===== src/rtl/spi_host_pkg.sv =====
package spi_host_pkg;

   // word addresses of the register bank
   typedef enum logic [2:0] {
      A_RXD  = 3'd0,
      A_TXD  = 3'd1,
      A_STAT = 3'd2,
      A_CTRL = 3'd3,
      A_SEL  = 3'd5
   } reg_addr_e;

   // flag positions shared by status and control
   localparam int B_ROE   = 3;
   localparam int B_TOE   = 4;
   localparam int B_TMT   = 5;
   localparam int B_TRDY  = 6;
   localparam int B_RRDY  = 7;
   localparam int B_ERR   = 8;
   localparam int B_FORCE = 10;

endpackage


===== src/rtl/spi_host_shift.sv =====
module spi_host_shift #(
   parameter int DATA_W  = 8,
   parameter int CLK_DIV = 4,
   parameter int CPOL    = 0,
   parameter int CPHA    = 0
) (
   input  logic              clk,
   input  logic              rst_n,
   input  logic              start,
   input  logic [DATA_W-1:0] tx_word,
   input  logic              miso,
   output logic              busy,
   output logic              done,
   output logic [DATA_W-1:0] rx_word,
   output logic              sclk,
   output logic              mosi
);
   localparam int HALF   = CLK_DIV / 2;
   localparam int CNT_W  = (HALF > 1) ? $clog2(HALF) : 1;
   localparam int EDGES  = 2 * DATA_W;
   localparam int EIDX_W = $clog2(EDGES);

   logic [CNT_W-1:0]  hcnt;
   logic [EIDX_W-1:0] eidx;
   logic [DATA_W-1:0] tx_sh, rx_sh;
   logic              sclk_q;
   logic              tick, lead, smp, shf;

   assign tick = busy && (hcnt == CNT_W'(HALF - 1));
   assign done = tick && (eidx == EIDX_W'(EDGES - 1));
   assign lead = ~eidx[0];

   // phase variant: which edge samples, which edge shifts
   generate
      if (CPHA == 0) begin : g_pha0
         assign smp     = tick & lead;
         assign shf     = tick & ~lead;
         assign rx_word = rx_sh;
      end else begin : g_pha1
         assign smp     = tick & ~lead;
         assign shf     = tick & lead & (eidx != '0);
         assign rx_word = {rx_sh[DATA_W-2:0], miso};
      end
   endgenerate

   always_ff @(posedge clk or negedge rst_n) begin
      if (!rst_n) begin
         busy   <= 1'b0;
         hcnt   <= '0;
         eidx   <= '0;
         tx_sh  <= '0;
         rx_sh  <= '0;
         sclk_q <= 1'(CPOL);
      end else if (start) begin
         busy   <= 1'b1;
         hcnt   <= '0;
         eidx   <= '0;
         tx_sh  <= tx_word;
         sclk_q <= 1'(CPOL);
      end else if (busy) begin
         if (tick) begin
            hcnt   <= '0;
            sclk_q <= ~sclk_q;
            eidx   <= eidx + 1'b1;
            if (done) busy <= 1'b0;
         end else begin
            hcnt <= hcnt + 1'b1;
         end
         if (smp) rx_sh <= {rx_sh[DATA_W-2:0], miso};
         if (shf) tx_sh <= {tx_sh[DATA_W-2:0], 1'b0};
      end
   end

   assign sclk = sclk_q;
   assign mosi = tx_sh[DATA_W-1];

endmodule


===== src/rtl/spi_host_regs.sv =====
module spi_host_regs
   import spi_host_pkg::*;
#(
   parameter int DATA_W = 8,
   parameter int NUM_SS = 16
) (
   input  logic              clk,
   input  logic              rst_n,
   input  logic              bus_wr,
   input  logic              bus_rd,
   input  logic [2:0]        bus_addr,
   input  logic [31:0]       bus_wdata,
   output logic [31:0]       bus_rdata,
   output logic              irq,
   input  logic              sh_busy,
   input  logic              sh_done,
   input  logic [DATA_W-1:0] sh_rx,
   output logic              sh_start,
   output logic              hold_full,
   output logic [DATA_W-1:0] hold_word,
   output logic              force_ss,
   output logic [NUM_SS-1:0] sel_mask,
   output logic [4:0]        irq_en,
   output logic              rx_ready
);
   logic              wr_tx, wr_st, wr_ct, wr_sel, rd_rx;
   logic              tx_acc, tx_rej, rx_clash;
   logic              roe, toe;
   logic [DATA_W-1:0] rx_data;
   logic [31:0]       stat, ctrl;
   logic              unused_wd;

   assign wr_tx  = bus_wr && (bus_addr == A_TXD);
   assign wr_st  = bus_wr && (bus_addr == A_STAT);
   assign wr_ct  = bus_wr && (bus_addr == A_CTRL);
   assign wr_sel = bus_wr && (bus_addr == A_SEL);
   assign rd_rx  = bus_rd && (bus_addr == A_RXD);

   assign tx_acc   = wr_tx & ~hold_full;
   assign tx_rej   = wr_tx & hold_full;
   assign rx_clash = sh_done & rx_ready & ~rd_rx;
   assign sh_start = hold_full & ~sh_busy;
   assign unused_wd = ^bus_wdata;

   always_ff @(posedge clk or negedge rst_n) begin
      if (!rst_n) begin
         hold_full <= 1'b0;
         hold_word <= '0;
         rx_ready  <= 1'b0;
         rx_data   <= '0;
         roe       <= 1'b0;
         toe       <= 1'b0;
         irq_en    <= '0;
         force_ss  <= 1'b0;
         sel_mask  <= '0;
      end else begin
         if (tx_acc) begin
            hold_full <= 1'b1;
            hold_word <= bus_wdata[DATA_W-1:0];
         end else if (sh_start) begin
            hold_full <= 1'b0;
         end
         if (sh_done && !rx_clash) begin
            rx_ready <= 1'b1;
            rx_data  <= sh_rx;
         end else if (rd_rx) begin
            rx_ready <= 1'b0;
         end
         // a flag raised in a clearing cycle survives
         roe <= (roe & ~wr_st) | rx_clash;
         toe <= (toe & ~wr_st) | tx_rej;
         if (wr_ct) begin
            irq_en   <= {bus_wdata[B_ERR], bus_wdata[B_RRDY], bus_wdata[B_TRDY],
                         bus_wdata[B_TOE], bus_wdata[B_ROE]};
            force_ss <= bus_wdata[B_FORCE];
         end
         if (wr_sel) sel_mask <= bus_wdata[NUM_SS-1:0];
      end
   end

   always_comb begin
      stat         = '0;
      stat[B_ROE]  = roe;
      stat[B_TOE]  = toe;
      stat[B_TMT]  = ~hold_full & ~sh_busy;
      stat[B_TRDY] = ~hold_full;
      stat[B_RRDY] = rx_ready;
      stat[B_ERR]  = roe | toe;
      ctrl          = '0;
      ctrl[B_ROE]   = irq_en[0];
      ctrl[B_TOE]   = irq_en[1];
      ctrl[B_TRDY]  = irq_en[2];
      ctrl[B_RRDY]  = irq_en[3];
      ctrl[B_ERR]   = irq_en[4];
      ctrl[B_FORCE] = force_ss;
   end

   assign irq = |(stat & ctrl & ~(32'd1 << B_FORCE));

   always_comb begin
      case (bus_addr)
         A_RXD:   bus_rdata = 32'(rx_data);
         A_STAT:  bus_rdata = stat;
         A_CTRL:  bus_rdata = ctrl;
         A_SEL:   bus_rdata = 32'(sel_mask);
         default: bus_rdata = '0;
      endcase
   end

endmodule


===== src/rtl/spi_host_ssel.sv =====
module spi_host_ssel #(
   parameter int NUM_SS = 16
) (
   input  logic              force_ss,
   input  logic [NUM_SS-1:0] sel_mask,
   output logic [NUM_SS-1:0] ss_n
);
   generate
      for (genvar i = 0; i < NUM_SS; i++) begin : g_line
         assign ss_n[i] = ~(force_ss & sel_mask[i]);
      end
   endgenerate
endmodule


===== src/rtl/spi_host_ctl.sv =====
module spi_host_ctl #(
   parameter int DATA_W  = 8,
   parameter int CLK_DIV = 4,
   parameter int CPOL    = 0,
   parameter int CPHA    = 0,
   parameter int NUM_SS  = 16
) (
   input  logic              clk,
   input  logic              rst_n,
   input  logic              bus_wr,
   input  logic              bus_rd,
   input  logic [2:0]        bus_addr,
   input  logic [31:0]       bus_wdata,
   output logic [31:0]       bus_rdata,
   output logic              irq,
   output logic              sclk,
   output logic              mosi,
   input  logic              miso,
   output logic [NUM_SS-1:0] ss_n
);
   generate
      if (!(DATA_W == 8 || DATA_W == 16)) begin : g_bad_width
         $error("DATA_W must be 8 or 16");
      end
      if (CLK_DIV < 2 || (CLK_DIV % 2) != 0) begin : g_bad_div
         $error("CLK_DIV must be even and at least 2");
      end
      if (NUM_SS < 1 || NUM_SS > 16) begin : g_bad_ss
         $error("NUM_SS must be 1 to 16");
      end
      if (CPOL > 1 || CPHA > 1 || CPOL < 0 || CPHA < 0) begin : g_bad_mode
         $error("CPOL and CPHA must be 0 or 1");
      end
   endgenerate

   logic              sh_busy, sh_done, sh_start;
   logic              hold_full, force_ss, rx_ready;
   logic [DATA_W-1:0] hold_word, sh_rx;
   logic [NUM_SS-1:0] sel_mask;
   logic [4:0]        irq_en;

   spi_host_regs #(.DATA_W(DATA_W), .NUM_SS(NUM_SS)) regs_i (
      .clk(clk), .rst_n(rst_n),
      .bus_wr(bus_wr), .bus_rd(bus_rd), .bus_addr(bus_addr),
      .bus_wdata(bus_wdata), .bus_rdata(bus_rdata), .irq(irq),
      .sh_busy(sh_busy), .sh_done(sh_done), .sh_rx(sh_rx),
      .sh_start(sh_start), .hold_full(hold_full), .hold_word(hold_word),
      .force_ss(force_ss), .sel_mask(sel_mask), .irq_en(irq_en),
      .rx_ready(rx_ready)
   );

   spi_host_shift #(.DATA_W(DATA_W), .CLK_DIV(CLK_DIV), .CPOL(CPOL), .CPHA(CPHA)) shift_i (
      .clk(clk), .rst_n(rst_n), .start(sh_start), .tx_word(hold_word),
      .miso(miso), .busy(sh_busy), .done(sh_done), .rx_word(sh_rx),
      .sclk(sclk), .mosi(mosi)
   );

   spi_host_ssel #(.NUM_SS(NUM_SS)) ssel_i (
      .force_ss(force_ss), .sel_mask(sel_mask), .ss_n(ss_n)
   );

endmodule


===== config.mk =====
export PLATFORM = sky130hd
export DESIGN_NAME = spi_host_ctl
export DESIGN_NICKNAME = d
export VERILOG_FILES = /design/src/rtl/spi_host_pkg.sv /design/src/rtl/spi_host_shift.sv /design/src/rtl/spi_host_regs.sv /design/src/rtl/spi_host_ssel.sv /design/src/rtl/spi_host_ctl.sv
export SDC_FILE = /design/constraint.sdc
export NUM_CORES = 1
export LEC_CHECK = 0
export ABC_AREA = 1
export BUFFER_PORTS_ARGS = -buffer_cell sky130_fd_sc_hd__buf_2
export CAP_MARGIN = 20
export CELL_PAD_IN_SITES_DETAIL_PLACEMENT = 1
export CELL_PAD_IN_SITES_GLOBAL_PLACEMENT = 2
export CORE_MARGIN = 3
export CORE_UTILIZATION = 26
export CTS_BUF_LIST = sky130_fd_sc_hd__clkbuf_4 sky130_fd_sc_hd__clkbuf_8 sky130_fd_sc_hd__clkbuf_16
export DETAILED_ROUTE_END_ITERATION = 8
export PLACE_DENSITY_LB_ADDON = 0.2
export SLEW_MARGIN = 20
export SYNTH_ARGS = -nofsm -noshare
export SYNTH_HDL_FRONTEND = slang
export SYNTH_HIERARCHICAL = 1
export SYNTH_SLANG_ARGS = --single-unit
export TNS_END_PERCENT = 100

===== constraint.sdc =====
create_clock -name clk -period 1.5 [get_ports clk]
set_input_delay 0.075 -clock clk [delete_from_list [all_inputs] [get_ports clk]]
set_output_delay 0.075 -clock clk [all_outputs]
set_load 0.02 [all_outputs]

==> results.json <==
{
  "outcome": "complete, no violations",
  "die_y_um": 118,
  "syn_area_per_cell_um2": 7.95,
  "wl_per_cell_um": 13.9,
  "setup_slack_ps": 114,
  "gp_congestion": 0.793,
  "endpoint": "irq",
  "root_buffer": "clkbuf_16",
  "grt_pass1_wl_um": 15800,
  "reg2reg_slack_ps": 180,
  "vdd_drop_max_mv": 0.640,
  "drive_above_1_share": 0.232,
  "grt.total_usage": 0.142,
  "post-route-util": 0.344,
  "netlist_top_cells_area": "dfrtp_1 50%, nand2_1 21%, nand3_1 6.7%",
  "highest_layer": "met4",
  "rsz0062_at_grt": "false",
  "drc": 0,
  "ys_types": 29,
  "wl_met1_um": 4270,
  "ys_warn_count": 6,
  "path_delay_family": "flip-flops",
  "drt_iter0_markers": 113,
  "synthFlopType": "dfrtp_1",
  "grt_pass1_vias": 3087,
  "ioPinCount": 91,
  "skew_ps": 4.86,
  "instances_no_fill": 669,
  "worstPathArrival_ps": 1310,
  "clock_latency_ps": 330,
  "antenna_found_initial": 0,
  "crit_path_max_incr_delay_ps": 360,
  "gr-total-overflow": 0,
  "io_buffers": 58,
  "async_flop_share": 1.00,
  "cp.depth": 5,
  "synth-edff-count": 0,
  "p_per_area_mw_per_mm2": 1550,
  "hold_violations": 0,
  "path_clk_slew_ps": 50,
  "dieArea_mm2": 0.0139,
  "critPathKind": "reg2out",
  "seqCellArea_mm2": 0.00163,
  "nFillCells": 1509,
  "dr.pass1.iters": 4,
  "yosys.area.top_type": "dfrtp_1",
  "synth_seq_cells": 65,
  "dr_total_vias": 2872,
  "cp-start-kind": "flip-flop",
  "ctsHtreeMaxLevel": 3,
  "std_cell_rows": 40,
  "fmax_mhz": 722,
  "drv_slew": 0,
  "synth_top_area_share": 0.498,
  "hold_path.class": "in2reg",
  "timing.rr.start": "shift_i/eidx[1]$_DFFE_PN0P_",
  "grt_max_degree": 56,
  "seq_area_frac_synth": 0.498,
  "nets": 538,
  "start_util": 0.269,
  "ant_nets": 0,
  "endpoint_kind": "output pin",
  "setup_viol": 0,
  "synth.most_common_cell": "nand2_1",
  "fin_total_pwr_mw": 6.50,
  "tns_ps": 0,
  "cp.required_ps": 1420,
  "cp_slowest_cell": "dfrtp_1",
  "wl_met2_um": 4620,
  "die_w_um": 118,
  "place_inst": 639,
  "multi_input_area_mm2": 0.00137,
  "areaGrowthSynthToFinish_pct": 28.1,
  "core_area_mm2": 0.0122,
  "crit_buf_inv": 3,
  "crit_path_cell_trace": "inv_2 > buf_8 > a22oi_2 > nand4_1 > buf_6",
  "cts_tree": "done",
  "path_max_fanout": 4,
  "clockBufferDepth": 2,
  "postRouteWirelength_um": 9280,
  "maxCapViolations": 0,
  "viasPerCell": 4.29,
  "hold_ws_ps": 7.46,
  "dp_slack_ps": 81.4,
  "fin_crit_ps": 1390,
  "diodes": 0,
  "cts_made_buffers": 9,
  "netlist_top_cells_count": "185 x nand2_1, 65 x dfrtp_1, 44 x nand3_1",
  "rr_endpoint": "regs_i/roe$_DFF_PN0_",
  "netlist_area_mm2": 0.00327,
  "dr_wl_met3_um": 260,
  "p_leak_nw": 2.21,
  "post-route-period-util": 0.924,
  "stdcell_area_mm2": 0.00418,
  "syn_inst": 411,
  "clock_sinks": 65,
  "placed_area_mm2": 0.00372,
  "crit_start": "regs_i/hold_full$_DFFE_PN0P_",
  "dp_hpwl_um": 6810,
  "reg2reg_depth": 6
}
-- final cells by class --
cell class | instances | share of cell area
flip-flops and latches | 65 | 0.389
clock buffers | 13 | 0.0655
multi-input cells | 307 | 0.327
repair buffers | 89 | 0.141
inverters | 25 | 0.0242
well taps | 168 | 0.0502
clock inverters | 2 | 0.00299
-- state kept, by name (all words and copies together) (netlist names) --
register and count:
shift_i/busy 1, regs_i/roe 1, shift_i/sclk 1, regs_i/hold_word 8
regs_i/rx_data 8, shift_i/tx_sh 8, shift_i/eidx 4, regs_i/irq_en 5
shift_i/hcnt 1, regs_i/hold_full 1, shift_i/rx_word 8, regs_i/sel_mask 16
regs_i/toe 1, regs_i/rx_ready 1, regs_i/force_ss 1
-- metal layers --
metal / global-route usage / vias up
li1: - / 1440
met3: 0.0356 / 9
met2: 0.239 / 40
met4: 0.0469 / 0
met1: 0.177 / 1383
met5: 0 / -
-- power by group --
part	switching, mW	total, mW	internal (mW)
registers	0.333	2.56	2.22
logic	1.26	1.94	0.681
clock network	0.748	2.01	1.26
-- how the worst min path moves through the flow --
| stage | startpoint | endpoint | slack, ps | depth (start not counted) |
|---|---|---|---|---|
| floorplan | rst_n | regs_i/force_ss$_DFFE_PN0P_ | -220 | 0 |
| global placement | rst_n | regs_i/irq_en[4]$_DFFE_PN0P_ | -8 | 1 |
| detailed placement | rst_n | regs_i/irq_en[4]$_DFFE_PN0P_ | -8 | 1 |
| CTS | miso | shift_i/rx_word[0]$_DFFE_PN0P_ | 0.8 | 3 |
| global route | miso | shift_i/rx_word[0]$_DFFE_PN0P_ | 10 | 3 |
| finish | miso | shift_i/rx_word[0]$_DFFE_PN0P_ | 7 | 3 |
-- worst min-delay path, stage by stage --
cell and delay, ps:
buf_2 70, nor2_1 40, a21oi_2 100
-- repair_timing --
item / CTS / global route
endpoints found under the hold margin: 22 / 0
setup endpoints to repair: 0 / 7
gates resized for setup: 0 / 8
hold buffers: 12 / 0
setup buffers: 0 / 3
-- cells by family after synthesis --
logic type	share of synthesized area
compound gates	0.0517
fa+ha+maj	0.00383
buf+inv	0.103
flops	0.498
other cells	0.00115
simple gates	0.342
-- layout by cell type (no fill, tap or decap) --
cell type,count
nand2_1,184
dfrtp_1,65
buf_2,57
nand3_1,44
inv_1,19
nor2_1,16
o21ai_0,16
conb_1,16
buf_4,16
dlygate4sd3_1,12
clkbuf_16,9
nand4_1,5
nand2_2,5
inv_2,4
a21oi_1,4
clkbuf_8,3
nand2_4,3
buf_12,2
nor2_4,2
o21ai_1,2
a21oi_2,2
o21ai_2,2
clkinvlp_4,1
clkinv_2,1
clkbuf_4,1
buf_6,1
nor3_1,1
nand3_2,1
nor3_4,1
a22oi_2,1
buf_8,1
inv_6,1
inv_4,1
o21ai_4,1
ha_1,1
(Power assumes the default switching activity.)
